$ cat src/rtl/irqc_pkg.sv
package irqc_pkg;

    typedef enum logic [1:0] {
        ST_RUN,
        ST_ACK,
        ST_RESTORE
    } irqc_state_e;

    localparam logic [7:0] VEC_NMI      = 8'hF4;
    localparam logic [7:0] VEC_EXT      = 8'hF2;
    localparam logic [7:0] VEC_PER_BASE = 8'hF0;

    // identifier of peripheral source k: descending by two from the base
    function automatic logic [7:0] per_vec(input int k);
        return 8'(int'(VEC_PER_BASE) - 2 * k);
    endfunction

endpackage

$ cat src/rtl/irqc_pin_cond.sv
module irqc_pin_cond (
    input  logic clk,
    input  logic rst_n,
    input  logic pin_n_i,
    input  logic edge_mode_i,
    input  logic enable_i,
    input  logic ack_i,
    output logic req_o
);

    logic prev_q;
    logic latch_q;
    logic fall;

    assign fall = prev_q & ~pin_n_i;

    always_ff @(posedge clk or negedge rst_n) begin
        if (!rst_n) begin
            prev_q  <= 1'b1;
            latch_q <= 1'b0;
        end else begin
            prev_q <= pin_n_i;
            if (edge_mode_i && fall) begin
                latch_q <= 1'b1;
            end else if (ack_i) begin
                latch_q <= 1'b0;
            end
        end
    end

    assign req_o = enable_i & (edge_mode_i ? latch_q : ~pin_n_i);

endmodule

$ cat src/rtl/irqc_arbiter.sv
module irqc_arbiter
    import irqc_pkg::*;
#(
    parameter int NUM_PER = 8
) (
    input  logic               nmi_req_i,
    input  logic               ext_req_i,
    input  logic [NUM_PER-1:0] per_req_i,
    input  logic               mask_ok_i,
    input  logic [7:0]         promo_i,
    output logic               hit_o,
    output logic               nmi_sel_o,
    output logic               ext_sel_o,
    output logic [7:0]         vec_o
);

    localparam int NM = NUM_PER + 1;
    localparam int IW = $clog2(NM);

    logic [NM-1:0] m_req;
    logic [NM-1:0] p_hit;
    logic [7:0]    m_vec [NM];

    logic          f_any, p_any;
    logic [IW-1:0] f_idx, p_idx, sel_idx;

    assign m_req = {per_req_i, ext_req_i};

    // index 0 is the external pin, index k+1 is peripheral k
    genvar j;
    generate
        for (j = 0; j < NM; j++) begin : g_src
            localparam logic [7:0] SRC_VEC = (j == 0) ? VEC_EXT : per_vec(j - 1);
            assign m_vec[j] = SRC_VEC;
            assign p_hit[j] = m_req[j] && (promo_i == SRC_VEC);
        end
    endgenerate

    always_comb begin
        f_any = 1'b0;
        p_any = 1'b0;
        f_idx = '0;
        p_idx = '0;
        for (int k = NM - 1; k >= 0; k--) begin
            if (m_req[k]) begin
                f_any = 1'b1;
                f_idx = IW'(k);
            end
            if (p_hit[k]) begin
                p_any = 1'b1;
                p_idx = IW'(k);
            end
        end
        sel_idx = p_any ? p_idx : f_idx;
    end

    assign nmi_sel_o = nmi_req_i;
    assign hit_o     = nmi_req_i | (mask_ok_i & f_any);
    assign ext_sel_o = ~nmi_req_i & mask_ok_i & f_any & (sel_idx == '0);
    assign vec_o     = nmi_req_i ? VEC_NMI : m_vec[sel_idx];

endmodule

$ cat src/rtl/irqc_mask_stack.sv
module irqc_mask_stack #(
    parameter int DEPTH = 4
) (
    input  logic       clk,
    input  logic       rst_n,
    input  logic       push_i,
    input  logic       pop_i,
    input  logic [1:0] din_i,
    output logic [1:0] dout_o,
    output logic       full_o,
    output logic       empty_o
);

    localparam int CW = $clog2(DEPTH + 1);
    localparam int SW = 2 * DEPTH;

    logic [SW-1:0] stk_q;
    logic [CW-1:0] cnt_q;

    always_ff @(posedge clk or negedge rst_n) begin
        if (!rst_n) begin
            stk_q <= '0;
            cnt_q <= '0;
        end else if (push_i && !full_o) begin
            stk_q <= {stk_q[SW-3:0], din_i};
            cnt_q <= cnt_q + 1'b1;
        end else if (pop_i && !empty_o) begin
            stk_q <= {2'b00, stk_q[SW-1:2]};
            cnt_q <= cnt_q - 1'b1;
        end
    end

    assign dout_o  = stk_q[1:0];
    assign full_o  = (cnt_q == CW'(DEPTH));
    assign empty_o = (cnt_q == '0);

endmodule

$ cat src/rtl/irq_prio_ctrl.sv
module irq_prio_ctrl
    import irqc_pkg::*;
#(
    parameter int NUM_PER = 8,
    parameter int DEPTH   = 4
) (
    input  logic               clk,
    input  logic               rst_n,
    input  logic [NUM_PER-1:0] per_req_i,
    input  logic               ext_irq_n_i,
    input  logic               nmi_n_i,
    input  logic               boundary_i,
    input  logic               rti_i,
    input  logic               sw_we_i,
    input  logic               sw_i_i,
    input  logic               sw_x_i,
    input  logic               cfg_we_i,
    input  logic               cfg_addr_i,
    input  logic [7:0]         cfg_data_i,
    output logic               take_o,
    output logic [7:0]         vec_o,
    output logic               mask_i_o,
    output logic               mask_x_o
);

    irqc_state_e state_q, state_d;

    logic       i_q, x_q;
    logic [7:0] vec_q;
    logic [7:0] promo_q;
    logic [1:0] ctl_q;

    logic       ext_req, nmi_req;
    logic       hit, nmi_sel, ext_sel;
    logic [7:0] arb_vec;
    logic       stk_full, stk_empty;
    logic [1:0] stk_dout;
    logic       in_run, accept, rti_act;

    assign nmi_req = ~nmi_n_i & ~x_q;
    assign in_run  = (state_q == ST_RUN);
    assign accept  = in_run & boundary_i & ~rti_i & hit & ~stk_full;
    assign rti_act = in_run & rti_i & ~stk_empty;

    irqc_pin_cond u_pin (
        .clk         (clk),
        .rst_n       (rst_n),
        .pin_n_i     (ext_irq_n_i),
        .edge_mode_i (ctl_q[0]),
        .enable_i    (ctl_q[1]),
        .ack_i       (accept & ext_sel),
        .req_o       (ext_req)
    );

    irqc_arbiter #(.NUM_PER(NUM_PER)) u_arb (
        .nmi_req_i (nmi_req),
        .ext_req_i (ext_req),
        .per_req_i (per_req_i),
        .mask_ok_i (~i_q),
        .promo_i   (promo_q),
        .hit_o     (hit),
        .nmi_sel_o (nmi_sel),
        .ext_sel_o (ext_sel),
        .vec_o     (arb_vec)
    );

    irqc_mask_stack #(.DEPTH(DEPTH)) u_stk (
        .clk     (clk),
        .rst_n   (rst_n),
        .push_i  (accept),
        .pop_i   (rti_act),
        .din_i   ({i_q, x_q}),
        .dout_o  (stk_dout),
        .full_o  (stk_full),
        .empty_o (stk_empty)
    );

    // state register
    always_ff @(posedge clk or negedge rst_n) begin
        if (!rst_n) begin
            state_q <= ST_RUN;
        end else begin
            state_q <= state_d;
        end
    end

    // next state
    always_comb begin
        state_d = ST_RUN;
        unique case (state_q)
            ST_RUN: begin
                if (accept) begin
                    state_d = ST_ACK;
                end else if (rti_act) begin
                    state_d = ST_RESTORE;
                end else begin
                    state_d = ST_RUN;
                end
            end
            ST_ACK:     state_d = ST_RUN;
            ST_RESTORE: state_d = ST_RUN;
            default:    state_d = ST_RUN;
        endcase
    end

    // mask bits, vector and configuration
    always_ff @(posedge clk or negedge rst_n) begin
        if (!rst_n) begin
            i_q     <= 1'b1;
            x_q     <= 1'b1;
            vec_q   <= 8'h00;
            promo_q <= VEC_EXT;
            ctl_q   <= 2'b00;
        end else begin
            if (accept) begin
                i_q   <= 1'b1;
                vec_q <= arb_vec;
                if (nmi_sel) begin
                    x_q <= 1'b1;
                end
            end else if (rti_act) begin
                {i_q, x_q} <= stk_dout;
            end else if (in_run && sw_we_i) begin
                i_q <= sw_i_i;
                x_q <= x_q & sw_x_i;
            end
            if (cfg_we_i) begin
                if (cfg_addr_i) begin
                    ctl_q <= cfg_data_i[1:0];
                end else begin
                    promo_q <= cfg_data_i;
                end
            end
        end
    end

    // outputs
    always_comb begin
        take_o   = (state_q == ST_ACK);
        vec_o    = vec_q;
        mask_i_o = i_q;
        mask_x_o = x_q;
    end

endmodule

$ cat config.mk
export PLATFORM = sky130hd
export DESIGN_NAME = irq_prio_ctrl
export DESIGN_NICKNAME = d
export VERILOG_FILES = /design/src/rtl/irqc_pkg.sv /design/src/rtl/irqc_pin_cond.sv /design/src/rtl/irqc_arbiter.sv /design/src/rtl/irqc_mask_stack.sv /design/src/rtl/irq_prio_ctrl.sv
export SDC_FILE = /design/constraint.sdc
export NUM_CORES = 1
export LEC_CHECK = 0
export ABC_AREA = 1
export BUFFER_PORTS_ARGS = -buffer_cell sky130_fd_sc_hd__buf_2
export CAP_MARGIN = 10
export CORE_ASPECT_RATIO = 1.5
export CORE_MARGIN = 3
export CORE_UTILIZATION = 50
export CTS_CLUSTER_DIAMETER = 200
export DETAILED_ROUTE_END_ITERATION = 12
export GPL_ROUTABILITY_DRIVEN = 0
export PLACE_DENSITY = 0.8
export SLEW_MARGIN = 20
export SYNTH_ARGS = -nofsm -noshare
export SYNTH_HDL_FRONTEND = slang
export SYNTH_SLANG_ARGS = --single-unit
export TNS_END_PERCENT = 100
$ cat constraint.sdc
create_clock -name clk -period 5.6 [get_ports clk]
set_input_delay 0.84 -clock clk [delete_from_list [all_inputs] [get_ports clk]]
set_output_delay 0.84 -clock clk [all_outputs]
set_load 0.01 [all_outputs]
==> impl_metrics.csv, run 1 <==
group,metric,value,unit
timing,post-route-period-util,41.9,%
setup_path,path_max_fanout,12,
timing,slew-limit-headroom,53.7,%
setup_path,end_kind,"flip-flop",
setup_path,path_cells,"buf_2 > nor2_2 > nand3_2 > nor2_2 > nand3_1 > nand2_1 > nand2_2 > nand2_4 > inv_2 > fa_1 > nand2_1 > o21ai_1 > xnor2_1",
setup_path,worst-endpoint-arrival,2510,ps
layout,fin_nets,297,
hold_path,min_path_type,"reg2reg",
timing,fin_crit,2350,ps
synthesis,syn_nets,259,
place,port-buffer-count,36,
route,drcViolationCount,0,
place,placed_area,1990,um^2
timing,worst_slew_pin_slew,695,ps
synthesis,yosys.area_share.xor_xnor,0.977,%
timing,final_max_slew_viol_count,0,
synthesis,yosys.area_share.adder,1.81,%
power,irDropWorstVdd,223,uV
global_routing,grt_max_degree,33,
route,drt_pass1_iterations,4,
floorplan,start_util,52.5,%
synthesis,synth_mux_area_share,1.88,%
synthesis,ys_warn_count,0,
route,wire_per_inst,11.9,um
place,dp_hpwl,2840,um
synthesis,synthCells,230,
global_routing,grt_pass1_vias,1540,
power,powerDensity,403,nW/um^2
setup_path,crit_required,5770,ps
timing,setup_viol,0,
layout,fin_area,2100,um^2
route,viasPerCell,5.09,
clocking,cts_setup_buffers,0,
route,num_vias,1584,
synthesis,synth_compound_area_share,11.4,%
layout,synthToLayoutAreaGrowth,16.9,%
floorplan,die_w,54.9,um
layout,fillers,311,
route,drt-total-wl,3710,um
clocking,clock_latency,290,ps
power,p_leak,1.10,nW
floorplan,die-area,4360,um^2
layout,diodes,0,
synthesis,yosysUniqueCellTypes,34,
clocking,numClockSinks,32,
timing,clock_skew,7.05,ps
timing,tns,0,ps
clocking,root_buffer,"clkbuf_8",
global_routing,grt_pass1_wl,6470,um
global_routing,grt_usage,20.4,%
setup_path,crit_type,"in2reg",
synthesis,ys_seq_area_share,45.2,%
run_status,outcome,"finished clean",
timing,rsz0062_at_grt,"no",
clocking,cts_made_buffers,5,
setup_path,start_kind,"input pin",
global_routing,grt_overflow_total,0,
synthesis,synthSimpleGateAreaFrac,28.3,%
clocking,htreeDepth,2,
floorplan,die_height,79.3,um
setup_path,cpLargestDelayFamily,"simple AND/OR/NAND/NOR gates",
clocking,clk_path_buf_depth,2,
clocking,cts.clk_slew.worst_paths,60,ps
synthesis,synth_top_family_by_area,"simple AND/OR/NAND/NOR gates",
layout,drive_gt1_share,24.9,%
synthesis,yosysTopAreaCell,"dfrtp_1",
global_routing,antenna_found_initial,0,
setup_path,critPathMaxStageDelay,450,ps
setup_path,cpMaxStageDelayCell,"fa_1",
synthesis,synth_top_area_share,33.5,%
floorplan,io_pins,38,
clocking,cts_resized,0,
synthesis,syn_avg_cell_area,7.80,um^2
synthesis,ys_top_cells_by_area,"dfrtp_1, dfstp_2, nand2_1",
floorplan,core-area,3420,um^2
synthesis,ys_ff_latch,32,
run,maxCapViolations,0,
timing,fmaxAchievable,426,MHz
floorplan,rows,26,
clocking,ctsHoldBuffers,0,
route,drt_iter0_drc,61,
timing,hold_violations,0,
setup_path,crit_buf_inv,2,
power,finalPower,845,uW
clocking,cts_tree,"yes",
route,antenna_left,0,
synthesis,synth_area,1790,um^2
[area by class of cell]
cell class              count  area [um^2]  share of cell area [%]
repair buffers             36          180                    8.60
well taps                  42         52.6                    2.51
clock inverters             2         35.0                    1.67
flip-flops and latches     32          811                    38.7
inverters                  38          145                    6.93
multi-input cells         155          800                    38.1
clock buffers               6         72.6                    3.46
[Yosys cell counts]
cell and n:
nand2_4 2, o221ai_1 1, o211ai_1 4, ha_1 1, nor2_1 29, nor2_2 4
nand3_1 12, fa_1 1, nand2_2 2, xor2_1 1, clkbuf_1 1, o21ai_1 1
inv_4 1, nand3_2 2, xnor2_1 1, or2_1 1, a31oi_4 1, nand2_1 56
buf_4 3, dfrtp_1 24, mux2_2 3, inv_1 36, nand4_1 5, buf_6 1
nor3_1 2, o21a_1 1, a21oi_1 5, o22ai_1 3, dfstp_2 8, conb_1 1
a22o_1 2, a31oi_1 1, o21ai_0 13, inv_2 1
[tightest hold or removal path: cells and delay by family, from the launching register on]
kind          cells  cell delay [ps]
flops             1              340
simple gates      2              100
[final timing paths]
path | slack, ps | cells after the start | to | startpoint
max | 3250 | 13 | u_stk.cnt_q[2]$_DFFE_PN0P_ | per_req_i[6]
min | 470 | 2 | u_pin.latch_q$_DFFE_PN0P_ | u_pin.latch_q$_DFFE_PN0P_
max reg2reg | 3600 | 11 | vec_o[3]$_DFFE_PN0P_ | promo_q[1]$_DFFE_PN1P_
min reg2reg | 470 | 2 | u_pin.latch_q$_DFFE_PN0P_ | u_pin.latch_q$_DFFE_PN0P_
max in group asynchronous | 4560 | 1 | ctl_q[0]$_DFFE_PN0P_ | rst_n
min in group asynchronous | 590 | 1 | vec_o[3]$_DFFE_PN0P_ | rst_n
[kinds of logic after synthesis]
group	count (synthesis)
compound gates	32
xor+xnor	2
fa+ha+maj	2
buf+inv	43
flops	32
mux	3
other cells	1
simple gates	115
[per-stage QoR]
step | worst slack, ps | utilization, % | hold WS, ps | instances
after detailed placement | 2970 | 58.2 | 466 | 303
after floorplan | 3190 | - | 441 | 230
after global placement | 3040 | 58.2 | 460 | 303
after CTS | 3270 | 61.4 | 486 | 311
after global routing | 3020 | 61.4 | 502 | 311
final | 3250 | 61.4 | 475 | 311
[placed cells by master, fill, tap and decap left out, drive strengths merged]
| master | instances |
|---|---|
| a21oi | 5 |
| a22o | 2 |
| a31oi | 2 |
| buf | 36 |
| bufinv | 1 |
| clkbuf | 6 |
| clkinv | 1 |
| conb | 1 |
| dfrtp | 24 |
| dfstp | 8 |
| fa | 1 |
| ha | 1 |
| inv | 38 |
| mux2 | 3 |
| nand2 | 60 |
| nand3 | 14 |
| nand4 | 5 |
| nor2 | 33 |
| nor3 | 2 |
| o211ai | 4 |
| o21a | 1 |
| o21ai | 14 |
| o221ai | 1 |
| o22ai | 3 |
| or2 | 1 |
| xnor2 | 1 |
| xor2 | 1 |
[flip-flops by register name, summed over array words and instances, names as in the netlist]
register and flops:
ctl_q 2, promo_q 8, state_q 2, mask_x_o 1
vec_o 5, mask_i_o 1, u_stk.stk_q 8, u_pin.latch_q 1
u_pin.prev_q 1, u_stk.cnt_q 3
[power breakdown]
part	total [mW]	internal (mW)	switching, mW
clock network	0.218	0.132	0.0857
logic	0.269	0.103	0.166
registers	0.358	0.307	0.0509
total	0.845	0.542	0.303
[metal layers]
layer / vias up / wire length, um / share of wire, % / global-route usage (%)
met4: 0 / 82 / 2.2 / 9.49
met5: - / 0 / 0 / 0
li1: 800 / - / - / -
met1: 716 / 1440 / 39 / 23.0
met3: 9 / 221 / 6.0 / 5.25
met2: 59 / 1970 / 53 / 34.2
No activity file was read; power rests on OpenSTA's default activity.
==> inputs of run 2 (changes only) <==
==> constraint.sdc (replaced) <==
create_clock -name clk -period 2.2 [get_ports clk]
set_input_delay 0.33 -clock clk [delete_from_list [all_inputs] [get_ports clk]]
set_output_delay 0.33 -clock clk [all_outputs]
set_load 0.01 [all_outputs]
==> run 2 against run 1 <==
Effect of this change: sequential power grew to 2.5 times the previous value; cell area down 0.90%; via count down 0.69%; register-to-register slack worse by 3300 ps; clock skew shrank 0.60 ps; worst hold slack worse by 380 ps; critical path type is now reg2reg; critical endpoint is now vec_o[3]$_DFFE_PN0P_.
==> impl_metrics.csv, run 2 (synthesis results as in run 1) <==
group,metric,value,unit
floorplan,rows,26,
layout,mostFrequentLayoutCells,"nand2_1, inv_1, buf_2",
floorplan,start_util,52.5,%
place,dp_slack,159,ps
power,p_seq_share,44.9,%
global_routing,grt_pass1_wl,6150,um
route,drt_iter0_drc,44,
power,comb_power_share,34.3,%
timing,clock_skew,6.45,ps
global_routing,antenna_found_initial,0,
clocking,clk_path_buf_depth,2,
setup_path,worst-endpoint-arrival,2110,ps
clocking,ctsHoldBuffers,0,
timing,fmaxAchievable,516,MHz
clocking,cts_resized,0,
route,drt_pass1_iterations,5,
hold_path,min_path_type,"in2async",
clocking,root_buffer,"clkbuf_8",
timing,fin_crit,1940,ps
place,port-buffer-count,36,
timing,hold_violations,0,
setup_path,crit_type,"reg2reg",
setup_path,end_kind,"flip-flop",
global_routing,grt_max_degree,33,
floorplan,die_w,54.9,um
timing,setup_viol,0,
timing,final_max_slew_viol_count,0,
route,drt-total-wl,3650,um
power,pwr-share-clk,20.8,%
clocking,cts.clk_slew.worst_paths,60,ps
timing,tns,0,ps
floorplan,core-area,3420,um^2
floorplan,io_pins,38,
timing,rsz0062_at_grt,"no",
clocking,cts_tree,"yes",
timing,post-route-period-util,88.0,%
place,placed_area,2000,um^2
run,maxCapViolations,0,
route,wire_per_inst,11.7,um
route,num_vias,1573,
power,powerDensity,971,nW/um^2
clocking,htreeDepth,2,
global_routing,grt_usage,19.2,%
timing,slew-limit-headroom,53.6,%
route,drcViolationCount,0,
setup_path,crit_required,2370,ps
layout,fin_nets,298,
power,netSwitchingFraction,36.9,%
layout,fin_area,2080,um^2
power,power.internal,1.27,mW
setup_path,path_max_fanout,4,
clocking,clock_latency,280,ps
run_status,outcome,"finished clean",
floorplan,die-area,4360,um^2
global_routing,grt_overflow_total,0,
layout,final_common_cell,"nand2_1",
power,p_leak,1.10,nW
global_routing,grt_pass1_vias,1529,
clocking,cts_made_buffers,5,
floorplan,die_height,79.3,um
route,antenna_left,0,
timing,worst_slew_pin_slew,696,ps
clocking,cts_setup_buffers,0,
place,dp_hpwl,2890,um
power,power.switching,745,uW
layout,drive_gt1_share,24.8,%
layout,diodes,0,
power,irDropWorstVdd,587,uV
clocking,numClockSinks,32,
timing,fin_ws,263,ps
setup_path,start_kind,"flip-flop",
route,viasPerCell,5.04,
layout,synthToLayoutAreaGrowth,15.8,%
-- run 2: power groups by stage --
stage | clock network [mW] | registers (mW) | logic (mW)
3_3_place_gp | 0 | 0.910 | 0.672
4_1_cts | 0.433 | 0.906 | 0.704
2_1_floorplan | 0 | 0.914 | 0.483
6_report | 0.420 | 0.906 | 0.692
5_1_grt | 0.456 | 0.928 | 0.804
3_5_place_dp | 0 | 0.915 | 0.701
-- run 2: cell type report --
type                       instances  area [um^2]
fill                             328         1340
sequential                        32          811
multi-input combinational        155          800
timing repair buffer              37          188
inverter                          38          145
clock buffer                       7         76.3
tap                               42         52.6
clock inverter                     1         5.00
-- run 2: final timing paths --
check | startpoint | endpoint | slack [ps] | cells past startpoint
hold reg to reg | u_pin.latch_q$_DFFE_PN0P_ | u_pin.latch_q$_DFFE_PN0P_ | 480 | 2
setup / recovery | promo_q[1]$_DFFE_PN1P_ | vec_o[3]$_DFFE_PN0P_ | 260 | 11
min in group clk | ext_irq_n_i | u_pin.prev_q$_DFF_PN1_ | 170 | 1
max in group asynchronous | rst_n | ctl_q[1]$_DFFE_PN0P_ | 1660 | 1
setup reg to reg | promo_q[1]$_DFFE_PN1P_ | vec_o[3]$_DFFE_PN0P_ | 260 | 11
hold / removal | rst_n | promo_q[2]$_DFFE_PN0P_ | 90 | 1
-- run 2: layer usage --
metal,global-route usage [%],vias up,routed length [um]
li1,-,804,-
met1,20.2,720,1390
met2,34.0,43,2000
met3,4.69,6,207
met4,8.52,0,58
met5,0,-,0
-- run 2: through the flow --
step	power [mW]	utilization, %	std cells	hold WS (ps)
6_report	2.02	60.8	312	90.0
5_1_grt	2.19	60.8	312	135
4_1_cts	2.04	60.8	312	111
3_5_place_dp	1.62	58.4	304	415
3_3_place_gp	1.58	58.4	304	411
2_1_floorplan	1.40	-	230	34.4
-- run 2: critical path, stage by stage, from the launching register on --
cell,delay [ps]
dfstp_2,550
nor2_1,80
nand2_1,70
nor2_1,40
nand2_1,70
nand2_1,70
nor2_1,190
nand4_1,110
nand2_1,110
inv_1,50
ha_1,280
a22o_1,200
==> inputs of run 3 (changes only) <==
--- a/config.mk
+++ b/config.mk
@@ -7,14 +7,13 @@
 export LEC_CHECK = 0
 export ABC_AREA = 1
 export BUFFER_PORTS_ARGS = -buffer_cell sky130_fd_sc_hd__buf_2
-export CAP_MARGIN = 10
 export CORE_ASPECT_RATIO = 1.5
 export CORE_MARGIN = 3
-export CORE_UTILIZATION = 50
+export CORE_UTILIZATION = 34
 export CTS_CLUSTER_DIAMETER = 200
 export DETAILED_ROUTE_END_ITERATION = 12
 export GPL_ROUTABILITY_DRIVEN = 0
-export PLACE_DENSITY = 0.8
+export PLACE_DENSITY = 0.6
 export SLEW_MARGIN = 20
 export SYNTH_ARGS = -nofsm -noshare
 export SYNTH_HDL_FRONTEND = slang
==> run 3 against run 2 <==
Effect of this change: sequential cell count is the same; sequential share of layout area is 0.69 points lower; clock power up 4.8%; critical path depth is 1 lower; clock-buffer cell count unchanged; fmax about the same; combinational power about the same; worst setup slack worse by 0.76 ps; final cell count increased by 8.0%; register-to-register slack is essentially flat; routed wire length up 5.6%; global-route usage shrank 5.5 points; critical endpoint unchanged; largest cell class unchanged; largest power group unchanged; highest routed layer unchanged.
==> impl_metrics.csv, run 3 (synthesis results as in run 1) <==
group,metric,value,unit
power,p_leak,1.10,nW
timing,setup_viol,0,
floorplan,die_height,94.9,um
floorplan,io_pins,38,
global_routing,antenna_found_initial,0,
global_routing,grt_usage,13.7,%
floorplan,start_util,36.1,%
timing,tns,0,ps
timing,hold_violations,0,
clocking,ctsHoldBuffers,0,
layout,synthToLayoutAreaGrowth,17.9,%
timing,slew-limit-headroom,53.3,%
hold_path,min_path_type,"in2async",
layout,drive_gt1_share,25.1,%
setup_path,path_cells,"nand2_1 > nor2_2 > nand3_1 > nand2_1 > nor2_1 > nand4_1 > nand2_1 > inv_1 > ha_1 > a22o_1",
power,finalPower,2.04,mW
clocking,cts_setup_buffers,0,
place,port-buffer-count,36,
place,dp_hpwl,2990,um
run_status,outcome,"finished clean",
clocking,cts_tree,"yes",
global_routing,grt_max_degree,33,
clocking,clock_latency,280,ps
route,drcViolationCount,0,
clocking,numClockSinks,32,
setup_path,crit_type,"reg2reg",
setup_path,worst-endpoint-arrival,2110,ps
floorplan,core-area,4960,um^2
route,viasPerCell,4.64,
layout,mostFrequentLayoutCells,"nand2_1, inv_1, buf_2",
clocking,cts_made_buffers,5,
layout,final_common_cell,"nand2_1",
timing,final_max_slew_viol_count,0,
route,drt_iter0_drc,62,
floorplan,die_w,65.3,um
timing,post-route-period-util,88.1,%
timing,rsz0062_at_grt,"no",
clocking,cts_resized,0,
route,drt-total-wl,3860,um
global_routing,grt_overflow_total,0,
timing,fmaxAchievable,516,MHz
setup_path,cpMaxStageDelayCell,"dfstp_2",
setup_path,start_kind,"flip-flop",
clocking,cts.clk_slew.worst_paths,70,ps
global_routing,grt_pass1_vias,1598,
clocking,clk_path_buf_depth,2,
setup_path,end_kind,"flip-flop",
layout,fin_nets,299,
layout,diodes,0,
setup_path,crit_required,2380,ps
run,maxCapViolations,0,
power,powerDensity,963,nW/um^2
clocking,htreeDepth,2,
timing,worst_slew_pin_slew,701,ps
clocking,root_buffer,"clkbuf_8",
route,antenna_left,0,
timing,clock_skew,5.85,ps
route,drt_pass1_iterations,4,
timing,fin_crit,1940,ps
route,num_vias,1563,
setup_path,path_common_cell,"nand2_1",
global_routing,grt_pass1_wl,6610,um
layout,fillers,545,
route,wire_per_inst,11.5,um
setup_path,path_max_fanout,7,
floorplan,rows,31,
floorplan,die-area,6200,um^2
setup_path,critPathMaxStageDelay,530,ps
power,irDropWorstVdd,442,uV
## run 3: final cells by class
cell class / instances / area, um^2 / share of cell area, %
flip-flops and latches: 32 / 811 / 38.3
multi-input cells: 155 / 800 / 37.8
repair buffers: 38 / 195 / 9.23
inverters: 38 / 145 / 6.86
well taps: 66 / 82.6 / 3.91
clock buffers: 7 / 76.3 / 3.61
clock inverters: 1 / 5.00 / 0.237
## run 3: report_power, final
group          switching (mW)  total [mW]  internal [mW]
registers               0.124       0.905          0.781
logic                   0.420       0.691          0.271
clock network           0.218       0.440          0.222
total                   0.762        2.04           1.27
## run 3: worst paths after layout
check / start / to / slack [ps] / cells after the start
max: promo_q[7]$_DFFE_PN1P_ / vec_o[3]$_DFFE_PN0P_ / 260 / 10
min: rst_n / u_stk.cnt_q[0]$_DFFE_PN0P_ / 90 / 1
max reg2reg: promo_q[7]$_DFFE_PN1P_ / vec_o[3]$_DFFE_PN0P_ / 260 / 10
min reg2reg: promo_q[4]$_DFFE_PN1P_ / promo_q[4]$_DFFE_PN1P_ / 480 / 2
min in group clk: ext_irq_n_i / u_pin.prev_q$_DFF_PN1_ / 160 / 1
max in group asynchronous: rst_n / u_stk.stk_q[5]$_DFFE_PN0P_ / 1660 / 1
## run 3: metal layers
metal / GRT usage [%] / wire length, um / share of wire [%] / up-vias
met1: 14.8 / 1620 / 42 / 707
met3: 3.69 / 204 / 5.3 / 7
li1: - / - / - / 803
met4: 5.36 / 73 / 1.9 / 0
met5: 0 / 0 / 0 / -
met2: 25.0 / 1960 / 51 / 46
## run 3: per-stage QoR
stage               util, %  setup WS, ps  instances  area (um^2)  hold WS (ps)
detailed placement     41.0           160        329         2030           426
finish                 42.6           262        337         2110          87.4
CTS                    42.6           258        337         2110           112
floorplan                 -           297        230         1790          34.4
global placement       41.0           183        329         2030           418
global route           42.6          54.9        337         2110           143
## run 3: worst max-delay path: cells and delay by family, from the launching register on
kind / cells / cell delay [ps]
adder cells (fa/ha/maj): 1 / 220
flip-flops: 1 / 530
buffers and inverters: 1 / 70
AND/OR/NAND/NOR: 7 / 820
AO/OA/AOI/OAI: 1 / 200
